### src/rtl/pms_pkg.sv
package pms_pkg;

    typedef enum logic [2:0] {
        PM_RESET   = 3'd0,
        PM_STBY    = 3'd1,
        PM_REG_ON  = 3'd2,
        PM_CFG     = 3'd3,
        PM_NORMAL  = 3'd4,
        PM_REG_OFF = 3'd5
    } pm_state_t;

    // counter width able to hold values 0..maxv+1
    function automatic int cnt_w(input int maxv);
        return $clog2(maxv + 2);
    endfunction

endpackage

### src/rtl/pms_timer.sv
module pms_timer #(
    parameter int W = 4
) (
    input  logic         clk,
    input  logic         rst_n,
    input  logic         clr,
    output logic [W-1:0] cnt
);
    // dwell counter: zero in the first cycle of a state, saturates at all ones
    always_ff @(posedge clk or negedge rst_n) begin
        if (!rst_n)
            cnt <= '0;
        else if (clr)
            cnt <= '0;
        else if (cnt != '1)
            cnt <= cnt + 1'b1;
    end
endmodule

### src/rtl/pms_hold_det.sv
module pms_hold_det #(
    parameter int THR = 4
) (
    input  logic clk,
    input  logic rst_n,
    input  logic cond,
    output logic held
);
    localparam int W = pms_pkg::cnt_w(THR);

    // held rises when cond has been true on THR+1 consecutive clocks
    generate
        if (THR == 0) begin : g_direct
            assign held = cond;
        end else begin : g_count
            logic [W-1:0] run;
            always_ff @(posedge clk or negedge rst_n) begin
                if (!rst_n)
                    run <= '0;
                else if (!cond)
                    run <= '0;
                else if (run != W'(THR))
                    run <= run + 1'b1;
            end
            assign held = cond && (run == W'(THR));

            assert_hold_span_R5: assert property (@(posedge clk) disable iff (!rst_n)
                held |-> $past(cond));
        end
    endgenerate
endmodule

### src/rtl/pms_seq.sv
module pms_seq #(
    parameter int DGL_CYC    = 4,
    parameter int OSC_CYC    = 3,
    parameter int PD_CYC     = 10,
    parameter int SETTLE_CYC = 2,
    parameter int LAT_OSC    = 3
) (
    input  logic       clk,
    input  logic       rst_n,
    input  logic       dis_in,
    input  logic       link_wake,
    input  logic       por_rel,
    input  logic       reg_down,
    output logic [2:0] state_o,
    output logic       cfg_stb_o,
    output logic       dis_pull_o
);
    import pms_pkg::*;

    localparam int LAT_CYC = LAT_OSC * OSC_CYC;
    localparam int T_A     = (LAT_CYC > PD_CYC) ? LAT_CYC : PD_CYC;
    localparam int T_MAX   = (T_A > SETTLE_CYC) ? T_A : SETTLE_CYC;
    localparam int TW      = cnt_w(T_MAX);

    pm_state_t   state, nxt;
    logic        first_done;
    logic        link_flag;
    logic        stb_q;
    logic [TW-1:0] dwell;
    logic        pull;
    logic        sleep_req;
    logic        host_wake;
    logic        link_go;

    // dwell timer restarts on every state change
    pms_timer #(.W(TW)) u_dwell (
        .clk   (clk),
        .rst_n (rst_n),
        .clr   (nxt != state),
        .cnt   (dwell)
    );

    // disable pin high in Normal past the deglitch time
    pms_hold_det #(.THR(DGL_CYC)) u_hi_det (
        .clk   (clk),
        .rst_n (rst_n),
        .cond  ((state == PM_NORMAL) && dis_in && !pull),
        .held  (sleep_req)
    );

    // disable pin low in Stand-by for more than one oscillator period
    pms_hold_det #(.THR(OSC_CYC)) u_lo_det (
        .clk   (clk),
        .rst_n (rst_n),
        .cond  ((state == PM_STBY) && first_done && !dis_in),
        .held  (host_wake)
    );

    assign link_go = (state == PM_STBY) && first_done && link_wake && !host_wake;
    assign pull    = (state == PM_NORMAL) && link_flag && (dwell < TW'(PD_CYC));

    // next-state logic
    always_comb begin
        nxt = state;
        unique case (state)
            PM_RESET:   nxt = PM_STBY;                                  // T_BOOT
            PM_STBY: begin
                if (!first_done)
                    nxt = PM_REG_ON;                                    // T_FIRST
                else if (host_wake || link_go)
                    nxt = PM_REG_ON;                                    // T_HOST_WAKE / T_LINK_WAKE
            end
            PM_REG_ON: begin
                if (por_rel && (dwell >= TW'(SETTLE_CYC)))
                    nxt = first_done ? PM_NORMAL : PM_CFG;              // T_TO_NORMAL / T_TO_CFG
            end
            PM_CFG: begin
                if (dwell == TW'(LAT_CYC - 1))
                    nxt = PM_NORMAL;                                    // T_LATCHED
            end
            PM_NORMAL: begin
                if (sleep_req)
                    nxt = PM_REG_OFF;                                   // T_SLEEP
            end
            PM_REG_OFF: begin
                if (reg_down)
                    nxt = PM_STBY;                                      // T_DOWN
            end
            default:    nxt = PM_RESET;
        endcase
    end

    // state register and sticky flags
    always_ff @(posedge clk or negedge rst_n) begin
        if (!rst_n) begin
            state      <= PM_RESET;
            first_done <= 1'b0;
            link_flag  <= 1'b0;
            stb_q      <= 1'b0;
        end else begin
            state <= nxt;
            stb_q <= (state == PM_CFG) && (nxt == PM_NORMAL);
            if ((state == PM_CFG) && (nxt == PM_NORMAL))
                first_done <= 1'b1;
            if ((state == PM_STBY) && (nxt == PM_REG_ON))
                link_flag <= link_go;
        end
    end

    // outputs
    always_comb begin
        state_o    = state;
        cfg_stb_o  = stb_q;
        dis_pull_o = pull;
    end

    assert_cfg_only_first_R2: assert property (@(posedge clk) disable iff (!rst_n)
        (state == PM_CFG) |-> !first_done);

    assert_regon_exit_R3: assert property (@(posedge clk) disable iff (!rst_n)
        ((state != PM_REG_ON) && ($past(state) == PM_REG_ON)) |-> $past(por_rel));

    assert_stb_after_cfg_R4: assert property (@(posedge clk) disable iff (!rst_n)
        cfg_stb_o |-> (($past(state) == PM_CFG) && (state == PM_NORMAL)));

    assert_stby_entry_R6: assert property (@(posedge clk) disable iff (!rst_n)
        ((state == PM_STBY) && ($past(state) != PM_STBY)) |->
            (($past(state) == PM_RESET) || ($past(state) == PM_REG_OFF)));

    assert_pull_in_normal_R8: assert property (@(posedge clk) disable iff (!rst_n)
        dis_pull_o |-> ((state == PM_NORMAL) && link_flag));

    assert_regoff_hold_R6: assert property (@(posedge clk) disable iff (!rst_n)
        (($past(state) == PM_REG_OFF) && !$past(reg_down)) |-> (state == PM_REG_OFF));
endmodule

### config.mk
export PLATFORM = sky130hd
export DESIGN_NAME = pms_seq
export DESIGN_NICKNAME = d
export VERILOG_FILES = /design/src/rtl/pms_pkg.sv /design/src/rtl/pms_timer.sv /design/src/rtl/pms_hold_det.sv /design/src/rtl/pms_seq.sv
export SDC_FILE = /design/constraint.sdc
export NUM_CORES = 1
export LEC_CHECK = 0
export BUFFER_PORTS_ARGS = -buffer_cell sky130_fd_sc_hd__clkbuf_2
export CORE_AREA = 10 10 70 72
export DETAILED_ROUTE_END_ITERATION = 7
export DIE_AREA = 0 0 80 82
export MAX_ROUTING_LAYER = met4
export PLACE_DENSITY = 0.43
export SLEW_MARGIN = 40
export SYNTH_ARGS = -nofsm -noshare
export SYNTH_HDL_FRONTEND = slang
export SYNTH_SLANG_ARGS = --single-unit
### constraint.sdc
create_clock -name clk -period 2.45 [get_ports clk]
set_clock_uncertainty 0.15 [all_clocks]
set_input_delay 0.735 -clock clk [delete_from_list [all_inputs] [get_ports clk]]
set_output_delay 0.735 -clock clk [all_outputs]
set_load 0.1 [all_outputs]
==> results.cfg, run 1 <==
[power_and_ir_drop]
leakage_nw = 0.5275
clkPwrFrac_pct = 13.4
p_sw_share_pct = 48.68
powerDensity_nw_per_um2 = 1002
max-vdd-ir-drop_v = 0.0002951
p_comb_share_pct = 46.5
p_sw_mw = 0.5528
p_seq_share_pct = 40.1
intPower_mw = 0.5826

[critical_path]
cp_top_family = flip-flops
worst-path-max-fanout = 8
cp_data_required_time_ps = 1560
regToRegSetupSlack_ps = 570
cp-start-kind = flip-flop
crit_type = reg2out
cp_slowest_cell = dfrtp_1
reg2reg_depth = 6
crit_arrival_ps = 1450
cp.depth = 4
endpoint_kind = primary output
path_cells = o21ai_2 -> nand2_1 -> nor3_4 -> buf_12
critPathBufInv = 1
max_stage_delay_ps = 460

[drt]
num_vias = 731
drc = 0
via_per_inst = 4.597
dr.pass1.iters = 4
routed_wl_um = 1987
wl_per_cell_um = 12.50
first_iter_violations = 27
ant_nets = 0

[layout]
final_cell_mix = 13 x dfrtp_1, 9 x clkbuf_2, 8 x nor2_1, 7 x nand2_1
fin_area_um2 = 1134
final_common_cell = dfrtp_1
nNetsFinal = 124
num_antenna_cells = 0
area_delta_synth_final_pct = 16.75
drive_above_1_share_pct = 25.23
final_cells = 159
nFillCells = 385

[outcome]
status = complete, no violations

[global_route]
grt_max_degree = 17
antenna_found_initial = 0
grt_pass1_wl_um = 3298
grt_overflow_total = 0
grt_pass1_vias = 730
grt_usage_pct = 6.616

[run]
maxCapViolCount = 0

[cts]
path_clk_slew_ps = 100
clk_latency_ps = 290
cts-resized-gates = 1
clockBufferDepth = 2
post_cts_buffers = 0
cts_buffers = 3
cts_root_buf = clkbuf_4
cts_sinks = 16
holdBufCountCts = 0
cts_tree = built
htreeDepth = 1

[sta]
final.min_clock_period_ps = 2334
maxSlewViolCount = 0
fmax_mhz = 428.4
fin_ws_ps = 115.5
rsz0062_at_grt = no
tightest_slew_ps = 544.7
fin_hold_ws_ps = 211.3
slew_headroom_pct = 63.84
tns_ps = 0
finalSetupViolCount = 0
finalHoldViolCount = 0
finalCritPeriodShare_pct = 95.28

[logic_synthesis]
ys.flop_type = dfrtp_1
synth.net_count = 111
ys_ff_latch = 16
avgSynthCellArea_um2 = 9.807
syn-cell-area_um2 = 970.9
async_reset_ff_share_pct = 100.0
yosysSeqAreaShare_pct = 41.24
yosys_warnings = 0
ys_types = 37
synthCells = 99
synth_edf_count = 0

[placed_design]
hpwl_um = 1547
gp_congestion = 0.7595
place_area_um2 = 1104
place_inst = 155
dpl_worst_slack_ps = 294.7
place.port_buffers = 10

[min_path]
hp-class = in2async

[floorplanning]
fp.dieH_um = 82
die_w_um = 80
core_um2 = 3578
row_count = 22
ioPinCount = 11
die_area_um2 = 6560
start_util_pct = 27.13
==> cell families after synthesis <==
family / after synthesis / synth area share (%)
simple gates: 44 / 26.94
xor+xnor: 3 / 2.707
fa+ha+maj: 6 / 7.732
buf+inv: 9 / 4.768
mux: 3 / 3.093
flops: 16 / 41.24
compound gates: 18 / 13.53
==> flip-flops by register name (all words and copies together), names as in the netlist <==
register / count
u_hi_det.g_count.run: 3
first_done: 1
u_dwell.cnt: 4
u_lo_det.g_count.run: 3
link_flag: 1
state_o: 3
cfg_stb_o: 1
==> metal layers <==
layer | up-vias | part of all wire [%] | track usage, %
met1 | 348 | 45 | 7.034
li1 | 375 | - | -
met4 | 0 | 0.91 | 3.697
met2 | 6 | 50 | 10.91
met3 | 2 | 3.9 | 1.856
met5 | - | 0 | -
==> worst register-to-register path: cells and delay by family, from the launching register on <==
family / cells / cell delay, ps
AND/OR/NAND/NOR: 3 / 610
flip-flops: 1 / 370
adder cells (fa/ha/maj): 2 / 400
AO/OA/AOI/OAI: 1 / 270
==> layout make-up <==
type / count / area (um^2) / share of cell area [%]
multi-input cells: 74 / 546.8 / 48.23
flip-flops and latches: 16 / 406.6 / 35.87
repair buffers: 10 / 65.06 / 5.740
well taps: 48 / 60.06 / 5.298
inverters: 7 / 28.78 / 2.539
clock buffers: 4 / 26.28 / 2.318
==> synthesized netlist by cell type, drive strengths merged (4+ instances only) <==
library cell | count | share of area, %
dfrtp | 16 | 41
nand2 | 8 | 3.1
nor2 | 8 | 3.1
inv | 7 | 2.7
ha | 6 | 7.7
a211oi | 5 | 4.4
a21oi | 4 | 2.1
nand3 | 4 | 2.1
nand3b | 4 | 3.1
nand4 | 4 | 3.2
==> path summary, 6_finish.rpt <==
path / start / end
min in group clk: u_lo_det.g_count.run[2] / u_lo_det.g_count.run[2]
hold / removal: rst_n / u_hi_det.g_count.run[1]
hold reg to reg: u_lo_det.g_count.run[2] / u_lo_det.g_count.run[2]
max in group asynchronous: rst_n / state_o[1]
setup reg to reg: u_lo_det.g_count.run[0] / u_dwell.cnt[0]
setup / recovery: u_dwell.cnt[2] / dis_pull_o
==> stage by stage <==
stage	utilization, %	power [mW]
floorplan	-	0.9099
global placement	30.84	0.9880
detailed placement	30.84	0.9915
CTS	31.57	1.149
global route	31.68	1.222
finish	31.68	1.135
==> power by group through the flow <==
stage          Sequential [mW]  Combinational (mW)  Clock (mW)
2_1_floorplan            0.542               0.368           0
3_3_place_gp             0.455               0.533           0
3_5_place_dp             0.458               0.534           0
4_1_cts                  0.453               0.536       0.160
5_1_grt                  0.471               0.583       0.168
6_report                 0.455               0.528       0.152
Power figures use the tool's default switching activity.
==> run 2: changes to the inputs <==
- clock period: 2.45 -> 2.35 ns (I/O delays scaled with it)
==> results.cfg, run 2 (synthesis results as in run 1) <==
[layout]
nNetsFinal = 125
area_delta_synth_final_pct = 18.81
final_cell_mix = 11 x dfrtp_1, 9 x clkbuf_2, 8 x nor2_1
final_common_cell = dfrtp_1
final_cells = 160
largest_register_ffs = 4
num_antenna_cells = 0
drive_above_1_share_pct = 28.57
fin_area_um2 = 1154
top_register = u_dwell.cnt
post-route-util_pct = 32.24

[power_and_ir_drop]
powerDensity_nw_per_um2 = 1045
power_mw = 1.205
leakage_nw = 0.5306
max-vdd-ir-drop_v = 0.0003250

[drt]
routed_wl_um = 1983
via_per_inst = 4.531
dr.pass1.iters = 4
ant_nets = 0
drc = 0
num_vias = 725
wl_per_cell_um = 12.39
first_iter_violations = 16

[global_route]
grt_max_degree = 17
grt_overflow_total = 0
antenna_found_initial = 0
grt_pass1_vias = 739
grt_usage_pct = 6.639
grt_pass1_wl_um = 3367

[floorplanning]
fp.dieH_um = 82
ioPinCount = 11
row_count = 22
die_w_um = 80
die_area_um2 = 6560
core_um2 = 3578
start_util_pct = 27.13

[cts]
clockBufferDepth = 2
clk_latency_ps = 290
cts_buffers = 3
htreeDepth = 1
cts_tree = built
path_clk_slew_ps = 110
cts_root_buf = clkbuf_4
holdBufCountCts = 0
cts_sinks = 16

[sta]
slew_headroom_pct = 63.97
fin_hold_ws_ps = 180.2
final.min_clock_period_ps = 2266
finalCritPeriodShare_pct = 96.43
finalSetupViolCount = 0
rsz0062_at_grt = no
tightest_slew_ps = 542.8
fin_ws_ps = 84.01
maxSlewViolCount = 0
tns_ps = 0
finalHoldViolCount = 0
fmax_mhz = 441.3

[critical_path]
r2r_end = u_dwell.cnt[0]
reg2reg_depth = 6
r2r-start = u_lo_det.g_count.run[0]
worst-path-max-fanout = 5
cp_data_required_time_ps = 1490
crit_type = reg2out
crit_arrival_ps = 1410
cp-start-kind = flip-flop
endpoint_kind = primary output
regToRegSetupSlack_ps = 490

[outcome]
status = complete, no violations

[placed_design]
place.port_buffers = 10
dpl_worst_slack_ps = 200.1
place_inst = 155
gp_congestion = 0.7595
place_area_um2 = 1104
hpwl_um = 1560

[min_path]
hp-class = in2async

[run]
maxCapViolCount = 0
-- run 2: critical path: stages, from the launching register on --
cell	delay (ps)
dfrtp_2	460
o21ai_4	170
nand2_2	90
nor3_4	200
buf_12	200
-- run 2: how the worst max path moves through the flow --
stage	startpoint	endpoint	slack [ps]	depth (start not counted)
2_1_floorplan	state_o[1]	dis_pull_o	-250	4
3_3_place_gp	u_dwell.cnt[2]	dis_pull_o	220	4
3_5_place_dp	u_dwell.cnt[1]	dis_pull_o	200	4
4_1_cts	u_dwell.cnt[1]	dis_pull_o	8	4
5_1_grt	u_dwell.cnt[1]	dis_pull_o	7	4
6_report	u_dwell.cnt[1]	dis_pull_o	80	4
-- run 2: routing by layer --
layer	share of wire (%)	routed length, um	global-route usage (%)	up-vias
li1	-	-	-	375
met1	45	891	6.907	344
met2	50	995	11.32	4
met3	3.8	75	1.965	2
met4	1.0	20	3.169	0
met5	0	0	-	-
-- run 2: where the power goes --
part / internal, mW / leakage (nW) / switching [mW] / total, mW
combinational: 0.204 / 0.310 / 0.361 / 0.564
clock: 0.0659 / 0.0150 / 0.0922 / 0.158
sequential: 0.352 / 0.205 / 0.131 / 0.483
-- run 2: cell type report --
cell class              count  area (um^2)
multi-input cells          74        556.8
inverters                   7        28.78
flip-flops and latches     16        409.1
repair buffers             11        72.57
well taps                  48        60.06
clock buffers               4        26.28
fillers                   381         2425
-- run 2: timing repair --
item	CTS	global route
hold endpoints to repair	0	0
setup endpoints to repair	1	1
gates resized for setup	2	4
buffers inserted	0	1
